## config.mk

```make
export PLATFORM = sky130hd
export DESIGN_NAME = spi0_slave
export DESIGN_NICKNAME = d
export VERILOG_FILES = /design/src/rtl/spi0_pkg.sv /design/src/rtl/spi0_sync.sv /design/src/rtl/spi0_edge.sv /design/src/rtl/spi0_shifter.sv /design/src/rtl/spi0_slave.sv
export SDC_FILE = /design/constraint.sdc
export NUM_CORES = 1
export LEC_CHECK = 0
export BUFFER_PORTS_ARGS = -buffer_cell sky130_fd_sc_hd__buf_2
export CAP_MARGIN = 20
export CORE_MARGIN = 1.5
export CORE_UTILIZATION = 51
export DETAILED_ROUTE_END_ITERATION = 16
export PLACE_DENSITY = 0.75
export SETUP_SLACK_MARGIN = 0.5
export SLEW_MARGIN = 20
export SYNTH_ARGS = -nofsm -noshare
export SYNTH_HDL_FRONTEND = slang
export SYNTH_HIERARCHICAL = 1
export SYNTH_SLANG_ARGS = --single-unit
```

## constraint.sdc

```tcl
create_clock -name clk -period 1.6 [get_ports clk]
set_clock_uncertainty 0.05 [all_clocks]
set_input_delay 0.08 -clock clk [delete_from_list [all_inputs] [get_ports clk]]
set_output_delay 0.08 -clock clk [all_outputs]
set_load 0.02 [all_outputs]
```

## src/rtl/spi0_pkg.sv

```systemverilog
package spi0_pkg;

    localparam int unsigned SPI0_DATA_W     = 8;
    localparam int unsigned SPI0_SYNC_DEPTH = 2;

    // synchronized pin bundle; ss_n idles high
    typedef struct packed {
        logic sck;
        logic mosi;
        logic ss_n;
    } spi0_pins_t;

    localparam spi0_pins_t SPI0_PINS_IDLE = '{sck: 1'b0, mosi: 1'b0, ss_n: 1'b1};

    // single-cycle events handed to the shifter
    typedef struct packed {
        logic lead;      // first edge of a bit time
        logic trail;     // second edge of a bit time
        logic sel_fall;
        logic sel_rise;
        logic din;       // synchronized data-in level
    } spi0_evt_t;

    function automatic logic spi0_edge_pick(input logic rise, input logic fall,
                                            input logic invert);
        return invert ? fall : rise;
    endfunction

endpackage

```

## src/rtl/spi0_sync.sv

```systemverilog
module spi0_sync #(
    parameter int unsigned        W       = 3,
    parameter int unsigned        STAGES  = 2,
    parameter logic [W-1:0]       RST_VAL = '0
) (
    input  logic         clk,
    input  logic         rst,
    input  logic [W-1:0] d,
    output logic [W-1:0] q
);
    logic [STAGES-1:0][W-1:0] chain;

    always_ff @(posedge clk) begin
        if (rst) begin
            chain <= {STAGES{RST_VAL}};
        end else begin
            chain[0] <= d;
            for (int i = 1; i < STAGES; i++) begin
                chain[i] <= chain[i-1];
            end
        end
    end

    assign q = chain[STAGES-1];
endmodule

```

## src/rtl/spi0_edge.sv

```systemverilog
module spi0_edge
    import spi0_pkg::*;
(
    input  logic       clk,
    input  logic       rst,
    input  logic       cpol,
    input  spi0_pins_t cur,
    output spi0_evt_t  evt
);
    logic prev_sck;
    logic prev_ss_n;
    logic sck_rise;
    logic sck_fall;

    always_ff @(posedge clk) begin
        if (rst) begin
            prev_sck  <= SPI0_PINS_IDLE.sck;
            prev_ss_n <= SPI0_PINS_IDLE.ss_n;
        end else begin
            prev_sck  <= cur.sck;
            prev_ss_n <= cur.ss_n;
        end
    end

    assign sck_rise = cur.sck & ~prev_sck;
    assign sck_fall = ~cur.sck & prev_sck;

    always_comb begin
        evt.lead     = spi0_edge_pick(sck_rise, sck_fall, cpol);
        evt.trail    = spi0_edge_pick(sck_fall, sck_rise, cpol);
        evt.sel_fall = prev_ss_n & ~cur.ss_n;
        evt.sel_rise = ~prev_ss_n & cur.ss_n;
        evt.din      = cur.mosi;
    end
endmodule

```

## src/rtl/spi0_shifter.sv

```systemverilog
module spi0_shifter
    import spi0_pkg::*;
#(
    parameter int unsigned W = SPI0_DATA_W
) (
    input  logic         clk,
    input  logic         rst,
    input  logic         lsb_first,
    input  logic [W-1:0] tx_byte,
    input  spi0_evt_t    evt,
    output logic         miso,
    output logic         miso_oe,
    output logic [W-1:0] rx_byte,
    output logic         rx_done,
    output logic         frame_err
);
    localparam int unsigned CNT_W = $clog2(W + 1);
    localparam logic [CNT_W-1:0] CNT_FULL = CNT_W'(W);
    localparam logic [CNT_W-1:0] CNT_LAST = CNT_W'(W - 1);

    logic             active;
    logic             half;
    logic             samp;
    logic [CNT_W-1:0] cnt;
    logic [W-1:0]     tx_sr;
    logic [W-1:0]     rx_sr;
    logic [W-1:0]     tx_next;
    logic [W-1:0]     rx_next;
    logic             tx_bit;

    always_comb begin
        if (lsb_first) begin
            tx_bit  = tx_sr[0];
            tx_next = {1'b0, tx_sr[W-1:1]};
            rx_next = {samp, rx_sr[W-1:1]};
        end else begin
            tx_bit  = tx_sr[W-1];
            tx_next = {tx_sr[W-2:0], 1'b0};
            rx_next = {rx_sr[W-2:0], samp};
        end
    end

    always_ff @(posedge clk) begin
        if (rst) begin
            active    <= 1'b0;
            half      <= 1'b0;
            samp      <= 1'b0;
            cnt       <= '0;
            tx_sr     <= '0;
            rx_sr     <= '0;
            rx_byte   <= '0;
            rx_done   <= 1'b0;
            frame_err <= 1'b0;
        end else begin
            rx_done <= 1'b0;
            if (evt.sel_rise) begin
                active <= 1'b0;
                half   <= 1'b0;
                cnt    <= '0;
            end else if (evt.sel_fall) begin
                active    <= 1'b1;
                half      <= 1'b0;
                cnt       <= '0;
                tx_sr     <= tx_byte;
                frame_err <= 1'b0;
            end else if (active) begin
                if (evt.lead) begin
                    if (cnt == CNT_FULL) begin
                        frame_err <= 1'b1;
                    end else begin
                        samp <= evt.din;
                        half <= 1'b1;
                    end
                end else if (evt.trail && half) begin
                    half  <= 1'b0;
                    tx_sr <= tx_next;
                    rx_sr <= rx_next;
                    cnt   <= cnt + 1'b1;
                    if (cnt == CNT_LAST) begin
                        rx_byte <= rx_next;
                        rx_done <= 1'b1;
                    end
                end
            end
        end
    end

    assign miso_oe = active;
    assign miso    = active & tx_bit;
endmodule

```

## src/rtl/spi0_slave.sv

```systemverilog
module spi0_slave
    import spi0_pkg::*;
#(
    parameter int unsigned DATA_W     = SPI0_DATA_W,
    parameter int unsigned SYNC_DEPTH = SPI0_SYNC_DEPTH
) (
    input  logic              clk,
    input  logic              rst,
    input  logic              cfg_cpol,
    input  logic              cfg_lsb_first,
    input  logic [DATA_W-1:0] tx_byte,
    input  logic              rx_ack,
    input  logic              spsck,
    input  logic              mosi,
    input  logic              ss_n,
    output logic              miso,
    output logic              miso_oe,
    output logic [DATA_W-1:0] rx_byte,
    output logic              rx_full,
    output logic              frame_err
);
    localparam int unsigned PIN_W = $bits(spi0_pins_t);

    spi0_pins_t raw_pins;
    spi0_pins_t sync_pins;
    spi0_evt_t  evt;
    logic       rx_done;

    assign raw_pins = '{sck: spsck, mosi: mosi, ss_n: ss_n};

    spi0_sync #(
        .W      (PIN_W),
        .STAGES (SYNC_DEPTH),
        .RST_VAL(SPI0_PINS_IDLE)
    ) u_sync (
        .clk(clk),
        .rst(rst),
        .d  (raw_pins),
        .q  (sync_pins)
    );

    spi0_edge u_edge (
        .clk (clk),
        .rst (rst),
        .cpol(cfg_cpol),
        .cur (sync_pins),
        .evt (evt)
    );

    spi0_shifter #(.W(DATA_W)) u_shift (
        .clk      (clk),
        .rst      (rst),
        .lsb_first(cfg_lsb_first),
        .tx_byte  (tx_byte),
        .evt      (evt),
        .miso     (miso),
        .miso_oe  (miso_oe),
        .rx_byte  (rx_byte),
        .rx_done  (rx_done),
        .frame_err(frame_err)
    );

    always_ff @(posedge clk) begin
        if (rst) begin
            rx_full <= 1'b0;
        end else if (rx_done) begin
            rx_full <= 1'b1;
        end else if (rx_ack) begin
            rx_full <= 1'b0;
        end
    end
endmodule

```

Word-level counts from Yosys, hierarchy flattened. Cells that the tools add are included.

Multiplexer cells: 19. Eq/ne operators: 4. Bitwise logic cells: 15. Reductions and logical operators: 17. $add $sub $neg: 1.

Operators by type and width (count): $mux 8 (6); $mux 1 (13); $reduce_bool 2->1 (6); $not 1->1 (10); $reduce_and 5->1 (2); $reduce_and 4->1 (2); $reduce_and 3->1 (2); $reduce_and 6->1 (1); $reduce_or 6->1 (1); $and 1x1->1 (5); $add 4x1->4 const B (1); $eq 4x3->1 const B (1); $eq 4x4->1 const B (1); $ne 2x2->1 const B (2); $reduce_or 3->1 (1); $reduce_or 2->1 (1); $logic_and 1x1->1 (1).

Input bits: 16. Register bits after elaboration: 42.

Depth between registers and ports, before layout. Gate-level depths: netlist (run 1).

Depth after elaboration: 8. Mapped depth: 8. Mapped depth without buffers: 5.

Cells and area by module. The synthesis (run 1) kept the hierarchy.

Modules (own cells, without submodules): spi0_shifter (instances 1, sequential area each 660.6 µm², area each 1657.8 µm², cells each 174); spi0_sync (instances 1, sequential area each 120.1 µm², area each 180.2 µm², cells each 15); spi0_edge (instances 1, sequential area each 40.0 µm², area each 123.9 µm², cells each 11); spi0_slave (instances 1, sequential area each 20.0 µm², area each 38.8 µm², cells each 4).

Least setup slack after synthesis (run 1). OpenSTA, ideal clock, no wires.

Kind: reg-to-reg. Start point: register u_sync.chain, in the netlist u_sync/q[2]. End point: register u_shift.rx_byte[0]. Setup slack: -0.122 ns. Buffers on the path: 2. Required time: 1.429 ns. Library setup time: 0.121 ns. Arrival time: 1.552 ns. Stages on the path, launching flop included: 8. Cell sequence: dfxtp_1 > buf_4 > nand2b_4 > mux2i_2 > and4b_1 > buf_4 > nand3b_4 > mux2_2.

RTL lines: start: declaration (RTL line spi0_sync.sv:11) `logic [STAGES-1:0][W-1:0] chain;`; start signal: assignment (RTL line spi0_sync.sv:15) `chain <= {STAGES{RST_VAL}};`; start signal: indexed assignment (RTL line spi0_sync.sv:19) `chain[i] <= chain[i-1];`; end signal: assignment (RTL line spi0_shifter.sv:80) `rx_byte <= rx_next;`; end: declaration (RTL line spi0_shifter.sv:13) `output logic [W-1:0] rx_byte,`.

==> key figures, run 1 <==
Power
  – Sw Ratio: 23.5%
  – Sequential Power Share: 56.6%
  – Leakage: 0.00112 uW
  – Pwr/cell area: 718 nW/um^2
  – Clock power share: 33.9%
  – Peak VDD IR: 0.539 mV
  – Power Internal: 1450 uW
  – Combinational power share: 9.5%
  – Sw Pwr: 444 uW

Setup path
  – Crit path capture type: register
  – Arr. time, crit path: 1.85 ns
  – Buf/Inv on CP: 2
  – Worst-path cell chain: nand2b_4, mux2i_4, and4b_2, buf_6, o21ai_4, buf_6, mux2i_1
  – CP dominant cell by count: buf_6
  – Critical Path Start Type: register
  – CP max stage cell: dfxtp_2
  – Largest stage delay on the critical path: 0.35 ns
  – Crit path kind: register to register
  – Req. time, crit path: 1.75 ns
  – Kind of cell adding the most delay to the critical path: simple AND/OR/NAND/NOR gates
  – CP Max Fanout: 4

Clocking
  – Cts bufs inserted: 5
  – Clk sink count: 42
  – Clock Tree Root: clkbuf_8
  – Worst-skew pair later-pin latency: 0.28 ns
  – CTS tree: built
  – CTS H-tree depth: 2
  – Clock Path Buffers: 2
  – Clock transition at path regs: 0.08 ns

Floorplanning
  – Initial core utilization: 53.8%
  – Die Width: 65.6 um
  – DIE HEIGHT: 65.6 um
  – Die ar.: 4310 sq um
  – FP Rows: 22
  – Io pins: 28
  – Core box area: 3720 sq um

Synth
  – FF+latch count, synth: 42
  – Post-synth EDFFs: 0
  – Synth unique cells: 39
  – Sequential share of the synthesized area: 42.0%
  – Synthesized Nets: 222
  – Async SR Flop Fraction: 0%
  – Mapped Area: 2000 sq um
  – Yosys warns: 6
  – Synth Area per Inst: 9.81 sq um
  – Post-Syn Instances: 204
  – Synth Flop Type: dfxtp_1

Routing
  – Drt drc: 0
  – Final WL: 4.28 mm
  – Pre-antenna DRT Iters: 4
  – Vias per std cell: 5.42
  – Antenna-violating nets left: 0
  – DRT iter0 DRCs: 111
  – Average wire per standard cell: 14.4 um
  – Vias: 1615

Place
  – DP Area: 2290 sq um
  – I/O Buffers: 27
  – Pre-CTS WS: -0.0769 ns
  – Post-placement cell count: 281
  – Dpl hpwl: 2.62 mm
  – Routability cong.: 0.819

Timing
  – Final hold viol count: 0
  – Worst-margin pin slew: 0.455 ns
  – Final Max Slew Viols: 0
  – Period utilization: 106%
  – Worst slew margin: 69.7%
  – RSZ-0062 raised after global routing: true
  – Fmax achieved: 0.589 GHz
  – Worst setup margin: -0.0981 ns
  – Final min period: 1.70 ns
  – Final setup vio count: 24

Final layout
  – Non-Filler Instances: 298
  – Share of cells above drive strength 1: 46.8%
  – Layout Nets: 268
  – Fillers: 282
  – Final Instance Area: 2630 sq um
  – Ant diodes: 0
  – Synth-to-layout area growth: 31.6%

Global route
  – Vias in the first global route: 1565
  – First-pass GRT wire length: 6.65 mm
  – Grt ovf: 0
  – Tot GR Track Use: 19.6%
  – Pin count of the biggest net entering global routing: 26
  – Initial antenna violation count: 0

Run status
  – Status: finished with violations
  – Violated checks: setup timing

Job
  – Max_cap viols: 0

Worst hold path
  – Hold WC Path Type: primary input to register
path summary, 6_finish.rpt:
path,from,endpoint,slack (ns),depth (start not counted)
worst max-delay path,u_sync/q[2]$_SDFF_PP0_,u_shift/tx_sr[1]$_SDFFE_PP0P_,-0.1,7
worst min-delay path,rx_ack,rx_full$_SDFFE_PP0P_,0.02,3
worst max register to register,u_sync/q[2]$_SDFF_PP0_,u_shift/tx_sr[1]$_SDFFE_PP0P_,-0.1,7
worst min register to register,u_sync/chain[0]$_SDFF_PP1_,u_sync/q[0]$_SDFF_PP1_,0.36,1
registers in the layout, indices dropped and copies added (netlist names), 3 cells and up:
| register | cells |
|---|---|
| u_shift/cnt | 4 |
| u_shift/rx_byte | 8 |
| u_shift/rx_sr | 8 |
| u_shift/tx_sr | 8 |
| u_sync/chain | 3 |
| u_sync/q | 3 |
synthesized netlist by cell type (2+ instances only):
cell	number	share of area (%)
nor2b_1	16	5.0
a21oi_1	13	3.3
nor3_1	2	0.50
o21ai_0	2	0.50
mux2i_1	17	8.5
nor2_1	11	2.1
mux2_2	13	7.3
buf_2	4	1.0
or2_1	3	0.94
inv_1	6	1.1
dfxtp_1	42	42
nand3b_1	3	1.1
nand2b_4	2	1.4
a211oi_1	8	3.0
clkbuf_1	4	0.75
o211a_1	2	1.0
o211ai_1	6	2.3
o2111ai_1	2	0.88
ha_1	2	1.3
nand2b_1	7	2.2
nand2_1	15	2.8
or3_1	2	0.63
buf_4	6	2.3
tightest hold or removal path: stages:
cell      delay [ns]
buf_2           0.07
nand2b_1        0.10
a21oi_2         0.06
per-layer routing:
layer	global-route usage (%)	share of wire, %
met1	24.9	46
met2	33.5	50
met3	4.11	2.9
met4	5.47	0.54
met5	0	0
power groups by stage:
| stage | clock network, uW | registers [uW] | logic [uW] |
|---|---|---|---|
| floorplan | 0 | 1090 | 105 |
| global placement | 0 | 1090 | 145 |
| detailed placement | 0 | 1090 | 146 |
| CTS | 658 | 1070 | 169 |
| global route | 690 | 1070 | 193 |
| finish | 642 | 1070 | 179 |
through the flow:
step	power (uW)	hold slack [ns]	TNS (ns)	util, %
finish	1890	0.0239	-1.36	70.9
global route	1960	0.0237	-2.95	70.9
CTS	1900	0.0198	-0.183	68.6
detailed placement	1240	0.212	-0.897	61.7
global placement	1240	0.208	-0.207	61.7
floorplan	1200	0.0924	-0.483	-
layout by cell type (no fill, tap or decap), types with 2 or more instances in the layout:
cell type / Yosys / layout
nor2b_1: 16 / 13
a21oi_2: 1 / 11
o211ai_1: 6 / 6
mux2_2: 13 / 13
nand2_1: 15 / 13
or2_1: 3 / 3
a211oi_1: 8 / 6
inv_1: 6 / 5
clkbuf_8: 0 / 5
mux2i_4: 0 / 2
nand2_2: 0 / 2
dfxtp_1: 42 / 33
nand2b_1: 7 / 7
buf_2: 4 / 26
mux2i_1: 17 / 15
or3_1: 2 / 2
dfxtp_2: 0 / 9
o211a_1: 2 / 2
nor2_1: 11 / 10
a211oi_2: 0 / 2
dlygate4sd3_1: 0 / 3
buf_6: 1 / 13
buf_4: 6 / 12
o2111ai_2: 0 / 2
nor2b_4: 0 / 3
nand2b_4: 2 / 2
nand3b_1: 3 / 3
a21oi_1: 13 / 3
cell type report:
type | count | area [sq um] | share of cell area, %
multi-input combinational | 140 | 1220 | 46.3
sequential | 42 | 852 | 32.4
timing repair buffer | 54 | 397 | 15.1
clock buffer | 6 | 72.6 | 2.76
tap | 48 | 60.1 | 2.28
inverter | 7 | 26.3 | 0.998
clock inverter | 1 | 7.51 | 0.285
logic make-up (layout without fill, tap and decap cells):
kind of cell	Yosys count	count (layout)	share of synthesized area, %
muxes	32	32	17.3
buffers and inverters	22	68	5.88
adders and majority gates	2	2	1.25
AOI/OAI and AO/OA	37	37	12.8
DFF	42	42	42.0
and+or+nand+nor	69	69	20.8
timing repair:
| action | 4_1_cts | 5_1_grt |
|---|---|---|
| hold buffers | 3 | 0 |
| pin swaps | 9 | 7 |
| setup buffers | 5 | 2 |
| endpoints found under the hold margin | 3 | 0 |
| setup endpoints to repair | 33 | 33 |
| gates resized for setup | 31 | 17 |
No activity file was read; power rests on OpenSTA's default activity.
==> run 2, diff against run 1 <==
--- a/config.mk
+++ b/config.mk
@@ -10,6 +10,7 @@
 export CORE_MARGIN = 1.5
 export CORE_UTILIZATION = 51
 export DETAILED_ROUTE_END_ITERATION = 16
+export MAX_ROUTING_LAYER = met4
 export PLACE_DENSITY = 0.75
 export SETUP_SLACK_MARGIN = 0.5
 export SLEW_MARGIN = 20
==> key figures, run 2 (same netlist as run 1, synthesis figures left out) <==
Floorplanning
  – FP Rows: 22
  – DIE HEIGHT: 65.6 um
  – Core box area: 3720 sq um
  – Initial core utilization: 53.8%
  – Io pins: 28
  – Die Width: 65.6 um
  – Die ar.: 4310 sq um

Clocking
  – Cts bufs inserted: 5
  – CTS H-tree depth: 2
  – Clock Tree Root: clkbuf_8
  – CTS tree: built
  – Clk sink count: 42
  – Clock Path Buffers: 2
  – Clock transition at path regs: 0.07 ns
  – Worst-skew pair later-pin latency: 0.28 ns

Final layout
  – Most frequent cells in the layout: 33 x dfxtp_1, 26 x buf_2, 15 x mux2i_1
  – Utilization after layout: 70.9%
  – Ant diodes: 0
  – Share of cells above drive strength 1: 46.8%
  – Layout Nets: 268
  – Commonest non-fill, non-tap cell in the layout: dfxtp_1
  – Regs by FF count: u_shift/rx_byte: 8 flops, u_shift/rx_sr: 8 flops, u_shift/tx_sr: 8 flops
  – Final Instance Area: 2630 sq um
  – Synth-to-layout area growth: 31.6%
  – Fillers: 282

Worst hold path
  – Hold WC Path Type: primary input to register
  – Hold depth: 3
  – Worst hold start: rx_ack
  – Hold Crit Endpoint: rx_full$_SDFFE_PP0P_

Timing
  – Final setup vio count: 24
  – Final hold viol count: 0
  – Worst setup margin: -0.0959 ns
  – Final Max Slew Viols: 0
  – Period utilization: 106%
  – RSZ-0062 raised after global routing: true
  – Worst-margin pin slew: 0.460 ns
  – Fmax achieved: 0.590 GHz
  – Final min period: 1.70 ns
  – Worst slew margin: 69.3%
  – Setup TNS: -1.33 ns

Routing
  – Average wire per standard cell: 14.3 um
  – Antenna-violating nets left: 0
  – DRT iter0 DRCs: 96
  – Pre-antenna DRT Iters: 4
  – Vias per std cell: 5.42
  – Final WL: 4.26 mm
  – Drt drc: 0
  – Vias: 1614

Setup path
  – CP max stage cell: dfxtp_2
  – Worst-path cell chain: nand2b_4, mux2i_4, and4b_2, buf_6, o21ai_4, buf_6, mux2i_1
  – Req. time, crit path: 1.75 ns
  – Critical Path Start Type: register
  – Arr. time, crit path: 1.85 ns
  – Buf/Inv on CP: 2
  – R2R Setup Slk: -0.1 ns
  – CP Max Fanout: 4
  – Kind of cell adding the most delay to the critical path: simple AND/OR/NAND/NOR gates
  – Largest stage delay on the critical path: 0.34 ns
  – Crit path kind: register to register
  – CP dominant cell by count: buf_6
  – R2r worst-path depth: 7
  – Reg2reg start: u_sync/q[2]$_SDFF_PP0_
  – Crit path capture type: register
  – R2r endpoint: u_shift/tx_sr[1]$_SDFFE_PP0P_

Global route
  – Grt ovf: 0
  – Tot GR Track Use: 20.2%
  – Vias in the first global route: 1563
  – Initial antenna violation count: 0
  – First-pass GRT wire length: 6.67 mm
  – Pin count of the biggest net entering global routing: 26

Place
  – Pre-CTS WS: -0.0769 ns
  – Dpl hpwl: 2.62 mm
  – I/O Buffers: 27
  – Routability cong.: 0.831
  – DP Area: 2290 sq um

Run status
  – Violated checks: setup timing
  – Status: finished with violations

Job
  – Max_cap viols: 0

Power
  – Leakage: 0.00112 uW
  – Pwr/cell area: 718 nW/um^2
  – Peak VDD IR: 0.542 mV
-- run 2: cell counts in the layout (fill, tap and decap cells not counted) --
Identical to the previous run, type by type.
-- run 2: layer usage --
layer | vias to the layer above | share of wire, % | GRT usage, %
met5 | - | 0 | -
met4 | 0 | 0.54 | 5.47
met3 | 4 | 2.8 | 4.11
met2 | 23 | 50 | 33.5
met1 | 776 | 47 | 25.0
li1 | 811 | - | -
-- run 2: worst reg2reg max path: cells and delay by family (launching register included) --
kind,cells,cell delay (ns)
and+or+nand+nor,2,0.46
muxes,2,0.35
DFF,1,0.34
buffers and inverters,2,0.27
AOI/OAI and AO/OA,1,0.14
-- run 2: area by class of cell --
class | count | area, sq um | share of cell area, %
Multi-Input combinational cell | 140 | 1220 | 46.3
Sequential cell | 42 | 852 | 32.4
Timing Repair Buffer | 54 | 397 | 15.1
Clock buffer | 6 | 72.6 | 2.76
Tap cell | 48 | 60.1 | 2.28
Inverter | 7 | 26.3 | 0.998
Clock inverter | 1 | 7.51 | 0.285
-- run 2: how the worst max path moves through the flow --
stage	end	depth (start not counted)	from	slack [ns]
2_1_floorplan	u_shift/rx_byte[2]$_SDFFE_PP0P_	7	u_sync/q[2]$_SDFF_PP0_	-0.06
4_1_cts	u_shift/tx_sr[3]$_SDFFE_PP0P_	7	u_sync/q[2]$_SDFF_PP0_	-0.03
5_1_grt	u_shift/tx_sr[1]$_SDFFE_PP0P_	7	u_sync/q[2]$_SDFF_PP0_	-0.15
6_report	u_shift/tx_sr[1]$_SDFFE_PP0P_	7	u_sync/q[2]$_SDFF_PP0_	-0.1
3_3_place_gp	u_shift/tx_sr[6]$_SDFFE_PP0P_	6	u_sync/q[2]$_SDFF_PP0_	-0.07
3_5_place_dp	u_shift/tx_sr[6]$_SDFFE_PP0P_	6	u_edge/prev_sck$_SDFF_PP0_	-0.08
-- run 2: report_power, final --
part	switching [uW]	internal, uW
clock	341	299
combinational	90.8	88.5
sequential	11.0	1060
total	443	1450
-- run 2: what timing repair did --
action	CTS	global route
gates resized for setup	31	17
hold buffers	3	0
pin swaps	9	7
setup buffers	5	2
hold endpoints to repair	3	0
endpoints found under the setup margin	33	33
cloned	0	0
-- run 2: per-stage QoR --
stage | total power [uW] | cells | hold slack (ns)
4_1_cts | 1900 | 296 | 0.0198
3_5_place_dp | 1240 | 281 | 0.212
3_3_place_gp | 1240 | 281 | 0.208
2_1_floorplan | 1200 | 204 | 0.0924
6_report | 1890 | 298 | 0.0251
5_1_grt | 1950 | 298 | 0.0237
